**src/rtl/ies_pkg.sv**
```systemverilog
package ies_pkg;
    localparam int INSTR_W = 16;
    localparam int OPC_W   = 4;
    localparam int ADDR_W  = INSTR_W - OPC_W;

    localparam logic [OPC_W-1:0] OPC_EI   = 4'hE;
    localparam logic [OPC_W-1:0] OPC_DI   = 4'hD;
    localparam logic [OPC_W-1:0] OPC_RETI = 4'hF;
    localparam logic [OPC_W-1:0] OPC_VINT = 4'hC;

    typedef enum logic [2:0] {
        ST_RUN,
        ST_SV_REQ,
        ST_SV_REL,
        ST_VLOAD,
        ST_VJUMP,
        ST_RS_REQ,
        ST_RS_REL,
        ST_FETCH
    } seq_state_e;

    typedef struct packed {
        seq_state_e state;
        logic       int_en;
    } ctl_regs_t;

    typedef struct packed {
        logic [ADDR_W-1:0] pc;
        logic [ADDR_W-1:0] sp;
        logic              sv_ack;
        logic              rs_ack;
    } pcstk_regs_t;
endpackage

```
**src/rtl/ies_ir.sv**
```systemverilog
module ies_ir
    import ies_pkg::*;
(
    input  logic               clk,
    input  logic               rst_n,
    input  logic               load_rom_i,
    input  logic               load_virt_i,
    input  logic [INSTR_W-1:0] rom_i,
    input  logic [ADDR_W-1:0]  vector_i,
    output logic [INSTR_W-1:0] ir_o,
    output logic [OPC_W-1:0]   opcode_o,
    output logic [ADDR_W-1:0]  operand_o
);
    logic [INSTR_W-1:0] ir_d, ir_q;

    always_comb begin
        ir_d = ir_q;
        if (load_virt_i) begin
            ir_d = {OPC_VINT, vector_i};
        end else if (load_rom_i) begin
            ir_d = rom_i;
        end
    end

    always_ff @(posedge clk) begin
        if (!rst_n) begin
            ir_q <= '0;
        end else begin
            ir_q <= ir_d;
        end
    end

    assign ir_o      = ir_q;
    assign opcode_o  = ir_q[INSTR_W-1 -: OPC_W];
    assign operand_o = ir_q[ADDR_W-1:0];

    // a generated word never arrives together with a ROM load
    p_single_src_r3: assert property (@(posedge clk) disable iff (!rst_n)
        load_virt_i |-> !load_rom_i);
endmodule

```
**src/rtl/ies_pcstk.sv**
```systemverilog
module ies_pcstk
    import ies_pkg::*;
#(
    parameter logic [ies_pkg::ADDR_W-1:0] RESET_PC = '0
) (
    input  logic              clk,
    input  logic              rst_n,
    input  logic              pc_inc_i,
    input  logic              pc_load_i,
    input  logic [ADDR_W-1:0] load_addr_i,
    input  logic              sv_req_i,
    output logic              sv_ack_o,
    input  logic              rs_req_i,
    output logic              rs_ack_o,
    output logic [ADDR_W-1:0] pc_o
);
    pcstk_regs_t r_d, r_q;

    always_comb begin
        r_d        = r_q;
        r_d.sv_ack = sv_req_i;
        r_d.rs_ack = rs_req_i;
        if (sv_req_i && !r_q.sv_ack) begin
            r_d.sp = r_q.pc;
        end
        if (rs_req_i && !r_q.rs_ack) begin
            r_d.pc = r_q.sp;
        end else if (pc_load_i) begin
            r_d.pc = load_addr_i;
        end else if (pc_inc_i) begin
            r_d.pc = r_q.pc + 1'b1;
        end
    end

    always_ff @(posedge clk) begin
        if (!rst_n) begin
            r_q.pc     <= RESET_PC;
            r_q.sp     <= '0;
            r_q.sv_ack <= 1'b0;
            r_q.rs_ack <= 1'b0;
        end else begin
            r_q <= r_d;
        end
    end

    assign sv_ack_o = r_q.sv_ack;
    assign rs_ack_o = r_q.rs_ack;
    assign pc_o     = r_q.pc;

    // acknowledges only rise while their request is still held
    p_sv_ack_rise_r5: assert property (@(posedge clk) disable iff (!rst_n)
        $rose(r_q.sv_ack) |-> sv_req_i);
    p_rs_ack_rise_r5: assert property (@(posedge clk) disable iff (!rst_n)
        $rose(r_q.rs_ack) |-> rs_req_i);
    // restore leaves the PC equal to the saved address
    p_restore_exact_r6: assert property (@(posedge clk) disable iff (!rst_n)
        $rose(r_q.rs_ack) |-> r_q.pc == r_q.sp);
    // the saved value stays put outside a save exchange
    p_sp_stable_r4: assert property (@(posedge clk) disable iff (!rst_n)
        !$past(sv_req_i) |-> $stable(r_q.sp));
endmodule

```
**src/rtl/ies_ctl.sv**
```systemverilog
module ies_ctl
    import ies_pkg::*;
(
    input  logic             clk,
    input  logic             rst_n,
    input  logic             irq_i,
    input  logic             done_i,
    input  logic [OPC_W-1:0] opcode_i,
    input  logic             sv_ack_i,
    input  logic             rs_ack_i,
    output logic             sv_req_o,
    output logic             rs_req_o,
    output logic             pc_inc_o,
    output logic             pc_load_o,
    output logic             ir_load_rom_o,
    output logic             ir_load_virt_o,
    output logic             irq_ack_o,
    output logic             int_en_o
);
    ctl_regs_t r_d, r_q;
    logic      en_eff;

    always_comb begin
        r_d            = r_q;
        sv_req_o       = 1'b0;
        rs_req_o       = 1'b0;
        pc_inc_o       = 1'b0;
        pc_load_o      = 1'b0;
        ir_load_rom_o  = 1'b0;
        ir_load_virt_o = 1'b0;
        irq_ack_o      = 1'b0;

        if (opcode_i == OPC_EI) begin
            en_eff = 1'b1;
        end else if (opcode_i == OPC_DI) begin
            en_eff = 1'b0;
        end else begin
            en_eff = r_q.int_en;
        end

        unique case (r_q.state)
            ST_RUN: begin
                if (done_i) begin
                    if (opcode_i == OPC_RETI) begin
                        r_d.state = ST_RS_REQ;
                    end else if (irq_i && en_eff) begin
                        r_d.int_en = en_eff;
                        r_d.state  = ST_SV_REQ;
                    end else begin
                        r_d.int_en    = en_eff;
                        ir_load_rom_o = 1'b1;
                        pc_inc_o      = 1'b1;
                    end
                end
            end
            ST_SV_REQ: begin
                sv_req_o = 1'b1;
                if (sv_ack_i) r_d.state = ST_SV_REL;
            end
            ST_SV_REL: begin
                if (!sv_ack_i) r_d.state = ST_VLOAD;
            end
            ST_VLOAD: begin
                irq_ack_o      = 1'b1;
                ir_load_virt_o = 1'b1;
                r_d.int_en     = 1'b0;
                r_d.state      = ST_VJUMP;
            end
            ST_VJUMP: begin
                irq_ack_o = 1'b1;
                pc_load_o = (opcode_i == OPC_VINT);
                r_d.state = ST_FETCH;
            end
            ST_RS_REQ: begin
                rs_req_o = 1'b1;
                if (rs_ack_i) r_d.state = ST_RS_REL;
            end
            ST_RS_REL: begin
                if (!rs_ack_i) begin
                    r_d.int_en = 1'b1;
                    r_d.state  = ST_FETCH;
                end
            end
            ST_FETCH: begin
                ir_load_rom_o = 1'b1;
                pc_inc_o      = 1'b1;
                r_d.state     = ST_RUN;
            end
            default: r_d.state = ST_FETCH;
        endcase
    end

    always_ff @(posedge clk) begin
        if (!rst_n) begin
            r_q.state  <= ST_FETCH;
            r_q.int_en <= 1'b0;
        end else begin
            r_q <= r_d;
        end
    end

    assign int_en_o = r_q.int_en;

    // a request is held until its acknowledge has arrived
    p_sv_hold_r5: assert property (@(posedge clk) disable iff (!rst_n)
        sv_req_o && !sv_ack_i |=> sv_req_o);
    p_rs_hold_r5: assert property (@(posedge clk) disable iff (!rst_n)
        rs_req_o && !rs_ack_i |=> rs_req_o);
    // a new request starts only after the previous acknowledge has dropped
    p_sv_idle_r5: assert property (@(posedge clk) disable iff (!rst_n)
        $rose(sv_req_o) |-> !sv_ack_i);
    p_rs_idle_r5: assert property (@(posedge clk) disable iff (!rst_n)
        $rose(rs_req_o) |-> !rs_ack_i);
    // enable is low once the acknowledge pulse ends
    p_en_cleared_r7: assert property (@(posedge clk) disable iff (!rst_n)
        $fell(irq_ack_o) |-> !int_en_o);
    // entry is never started with the flag cleared
    p_entry_enabled_r7: assert property (@(posedge clk) disable iff (!rst_n)
        $rose(irq_ack_o) |-> int_en_o);
endmodule

```
**src/rtl/irq_entry_seq.sv**
```systemverilog
module irq_entry_seq
    import ies_pkg::*;
#(
    parameter logic [ies_pkg::ADDR_W-1:0] RESET_PC = '0
) (
    input  logic               clk,
    input  logic               rst_n,
    input  logic               irq_i,
    input  logic               done_i,
    input  logic [INSTR_W-1:0] rom_data_i,
    input  logic [ADDR_W-1:0]  vector_i,
    output logic [ADDR_W-1:0]  pc_o,
    output logic [INSTR_W-1:0] ir_o,
    output logic               irq_ack_o,
    output logic               int_en_o
);
    logic             sv_req, sv_ack, rs_req, rs_ack;
    logic             pc_inc, pc_load, ld_rom, ld_virt;
    logic [OPC_W-1:0] opcode;
    logic [ADDR_W-1:0] operand;

    ies_ctl u_ctl (
        .clk           (clk),
        .rst_n         (rst_n),
        .irq_i         (irq_i),
        .done_i        (done_i),
        .opcode_i      (opcode),
        .sv_ack_i      (sv_ack),
        .rs_ack_i      (rs_ack),
        .sv_req_o      (sv_req),
        .rs_req_o      (rs_req),
        .pc_inc_o      (pc_inc),
        .pc_load_o     (pc_load),
        .ir_load_rom_o (ld_rom),
        .ir_load_virt_o(ld_virt),
        .irq_ack_o     (irq_ack_o),
        .int_en_o      (int_en_o)
    );

    ies_ir u_ir (
        .clk        (clk),
        .rst_n      (rst_n),
        .load_rom_i (ld_rom),
        .load_virt_i(ld_virt),
        .rom_i      (rom_data_i),
        .vector_i   (vector_i),
        .ir_o       (ir_o),
        .opcode_o   (opcode),
        .operand_o  (operand)
    );

    ies_pcstk #(.RESET_PC(RESET_PC)) u_pcstk (
        .clk        (clk),
        .rst_n      (rst_n),
        .pc_inc_i   (pc_inc),
        .pc_load_i  (pc_load),
        .load_addr_i(operand),
        .sv_req_i   (sv_req),
        .sv_ack_o   (sv_ack),
        .rs_req_i   (rs_req),
        .rs_ack_o   (rs_ack),
        .pc_o       (pc_o)
    );

    // the generated call word is in the register as the acknowledge ends
    p_virt_word_r3: assert property (@(posedge clk) disable iff (!rst_n)
        $fell(irq_ack_o) |-> ir_o[INSTR_W-1 -: OPC_W] == OPC_VINT);
    // the jump lands on the routine address
    p_jump_vec_r4: assert property (@(posedge clk) disable iff (!rst_n)
        $fell(irq_ack_o) |-> pc_o == operand);
endmodule

```
**config.mk**
```make
export PLATFORM = sky130hd
export DESIGN_NAME = irq_entry_seq
export DESIGN_NICKNAME = d
export VERILOG_FILES = /design/src/rtl/ies_pkg.sv /design/src/rtl/ies_ir.sv /design/src/rtl/ies_pcstk.sv /design/src/rtl/ies_ctl.sv /design/src/rtl/irq_entry_seq.sv
export SDC_FILE = /design/constraint.sdc
export NUM_CORES = 1
export LEC_CHECK = 0
export BUFFER_PORTS_ARGS = -buffer_cell sky130_fd_sc_hd__buf_4
export CAP_MARGIN = 20
export CORE_UTILIZATION = 30
export DETAILED_ROUTE_END_ITERATION = 6
export GPL_ROUTABILITY_DRIVEN = 0
export PLACE_DENSITY = 0.59
export SETUP_SLACK_MARGIN = 0.15
export SLEW_MARGIN = 20
export SYNTH_ARGS = -nofsm -noshare
export SYNTH_HDL_FRONTEND = slang
export SYNTH_SLANG_ARGS = --single-unit
```
**constraint.sdc**
```tcl
create_clock -name clk -period 5.5 [get_ports clk]
set_clock_uncertainty 0.15 [all_clocks]
set_input_delay 0.825 -clock clk [delete_from_list [all_inputs] [get_ports clk]]
set_output_delay 0.825 -clock clk [all_outputs]
set_load 0.01 [all_outputs]
```
==> results by group <==
Run status
  • Status: completed

Clock network
  • CTS sink cnt: 46
  • CTS Buffer Depth: 2
  • CTS resizes: 0
  • Worst-path clk slew: 0.08 ns
  • # hold bufs at CTS: 0
  • Clock Latency Late Sink: 0.29 ns
  • Cts bufs inserted: 5
  • Postcts setup bufs: 0
  • Root Driver: clkbuf_8
  • TritonCTS clock tree: yes
  • H-tree levels: 2

Synth
  • Synth area leaders: dfxtp_1 37%, mux2i_1 7.3%, nand2_1 7.3%, buf_4 4.3%, nor2_1 4.3%
  • Top cells by count, synth: 48 x nand2_1, 46 x dfxtp_1, 28 x nor2_1, 19 x a21oi_1, 18 x mux2i_1
  • Post-synth EDFFs: 0
  • Post-synthesis async set-or-reset flop share: 0%
  • Netlist cell types: 45
  • Net Count, Synth: 329
  • Post-Syn Area: 2470 um^2
  • Count leader, synth: nand2_1
  • Sequential-to-total area share from yosys stat: 37.3%
  • YS warnings: 0
  • Post-Syn Instances: 296
  • Yosys top cell by area: dfxtp_1
  • Top cell type's share of synthesized area: 37.3%
  • Seq cells post-synth: 46
  • Mapped Avg Cell Area: 8.34 um^2
  • Ys flop type: dfxtp_1

Power
  • Overall Power: 1.14 mW
  • Peak supply drop: 0.122 mV
  • Static Leakage: 1.28 nW
  • Cell Pwr Density: 377 nW/um^2

STA
  • Final Cycle Share: 56.6%
  • Least-Margin Pin Slew: 0.949 ns
  • Minimum clock period: 3.11 ns
  • WHS: 0.311 ns
  • Setup TNS: 0 ns
  • Max Slew Vio Count: 0
  • Fmax: 321 MHz
  • Final setup vio count: 0
  • Slew margin rel.: 36.6%
  • Unrepaired setup endpoints after global routing: false
  • Final hold violations: 0
  • Final worst slack: 2.39 ns

Global routing
  • Largest net degree at the start of global routing: 30
  • Vias in the first global route: 2059
  • GRT Total Usage: 14.7%
  • First-pass GRT wire length: 10.1 mm
  • Initial antenna violation count: 0
  • Overflow after GRT: 0

Routing
  • Iteration count of the initial detailed-routing pass: 4
  • DR vias: 2213
  • DR WL/cell: 14.1 um
  • Vias/cell: 5.04
  • Drt first-iter violations: 206
  • Routed Antenna Nets: 0
  • Total Wirelength: 6.18 mm
  • DRC: 0

Floorplanning
  • Row cnt: 32
  • I/O pin total: 62
  • Starting Density: 31.5%
  • Die height: 92.7 um
  • Die Area: 8600 um^2
  • Die W: 92.7 um
  • Total core area: 7850 um^2

Worst hold path
  • Hold Startpoint: u_pcstk.r_q[12]
  • Hold WC Path Type: reg2reg
  • Hold depth: 2
  • Worst hold endpoint: u_pcstk.r_q[12]

Critical path
  • Worst r2r src: u_ctl.r_q[3]
  • RR Endpoint: u_pcstk.pc_o[1]
  • Worst Path Max Fanout: 17
  • Endpoint class of the critical path: output pin
  • CP top delay family: simple AND/OR/NAND/NOR gates
  • Reg2reg path depth: 5
  • Crit path required time: 4.53 ns
  • R2R Setup Slk: 2.66 ns
  • Worst path cell trace: inv_1 -> nand3_1 -> o21ai_0 -> buf_4
  • Crit path largest cell delay: 0.68 ns
  • Critical-path top delay cell: nand3_1
  • CP Launch Type: flip-flop
  • Worst path bufs/invs: 2
  • CP Class: reg2out
  • CP Data Arrival Time: 2.14 ns

Place
  • Worst slack, placed: 2.55 ns
  • Port bufs: 61
  • Placed cell area: 2910 um^2
  • DP HPWL: 4.40 mm

Layout
  • Final Cell Area: 3030 um^2
  • ANT cells: 0
  • Share of post-route cells with drive strength above 1: 25.2%
  • Area grow syn2layout: 22.5%
  • Nets: 369

Job
  • Max Cap Viol: 0
==> per-layer routing <==
metal / vias up / wire length, um / GRT usage, % / share of wire [%]
li1: 1135 / - / - / -
met5: - / 0 / 0 / 0
met4: 0 / 153 / 5.51 / 2.5
met2: 56 / 2820 / 23.0 / 46
met1: 1010 / 2990 / 19.8 / 48
met3: 12 / 218 / 2.87 / 3.5
==> layout make-up <==
| class | count | area [um^2] |
|---|---|---|
| repair buffers | 64 | 488 |
| clock inverters | 1 | 30.0 |
| flip-flops and latches | 46 | 921 |
| well taps | 102 | 128 |
| clock buffers | 7 | 76.3 |
| inverters | 6 | 22.5 |
| fillers | 824 | 4820 |
| multi-input cells | 213 | 1360 |
==> sequential cells by signal, summed over array words and instances (netlist names) <==
signal	cells
u_ir.ir_o	16
u_pcstk.r_q	12
u_ctl.int_en_o	1
u_ctl.r_q	3
u_pcstk.rs_ack_o	1
u_pcstk.sv_ack_o	1
u_pcstk.pc_o	12
==> layout by cell type, fill, tap and decap left out, types with 2 or more instances in the layout <==
cell / count
a21oi_1: 19
nand3_1: 6
nor4b_1: 3
o221a_2: 2
nand2_1: 48
a311o_1: 2
dfxtp_1: 46
and4_1: 3
mux2i_1: 18
nor2_1: 28
a31oi_1: 7
clkbuf_8: 5
nor3_1: 3
inv_1: 6
a211o_1: 5
nand4_1: 3
clkbuf_1: 2
buf_4: 63
and3_1: 5
o22ai_1: 2
a211oi_2: 8
a211oi_1: 11
xor2_1: 7
o21ai_0: 13
==> report_power, final <==
part	switching, mW	internal, mW	total (mW)	leakage, nW
combinational	0.206	0.200	0.406	0.846
sequential	0.0959	0.394	0.490	0.378
clock	0.109	0.136	0.245	0.0524
==> worst reg2reg max path, stage by stage (launching register included) <==
cell     delay, ns
dfxtp_1       0.59
nor4b_1       0.71
nand2_1       0.57
mux2_2        0.43
mux2i_1       0.14
o22ai_1       0.10
==> worst max path at each step <==
stage / from / end / cells past startpoint
global placement: done_i / u_ir.ir_o[15] / 6
floorplan: done_i / u_pcstk.pc_o[11] / 5
global route: u_ctl.r_q[1] / irq_ack_o / 3
detailed placement: done_i / u_ir.ir_o[14] / 6
CTS: u_ctl.r_q[1] / irq_ack_o / 3
finish: u_ctl.r_q[3] / irq_ack_o / 4
==> kinds of logic (layout without fill, tap and decap cells) <==
kind of cell             after synthesis  count (layout)  share of synthesized area (%)
AND/OR/NAND/NOR                      106             106                           20.0
AO/OA/AOI/OAI                         79              79                           23.4
flip-flops                            46              46                           37.3
buffers and inverters                 37              78                           8.21
multiplexers                          19              19                           7.75
XOR/XNOR                               8               8                           2.84
adder cells (fa/ha/maj)                1               1                          0.507
==> per-stage QoR <==
step / cells / util (%)
finish: 439 / 38.6
CTS: 438 / 38.4
global placement: 430 / 37.0
detailed placement: 430 / 37.0
global route: 439 / 38.6
floorplan: 296 / -
(Power assumes the default switching activity.)
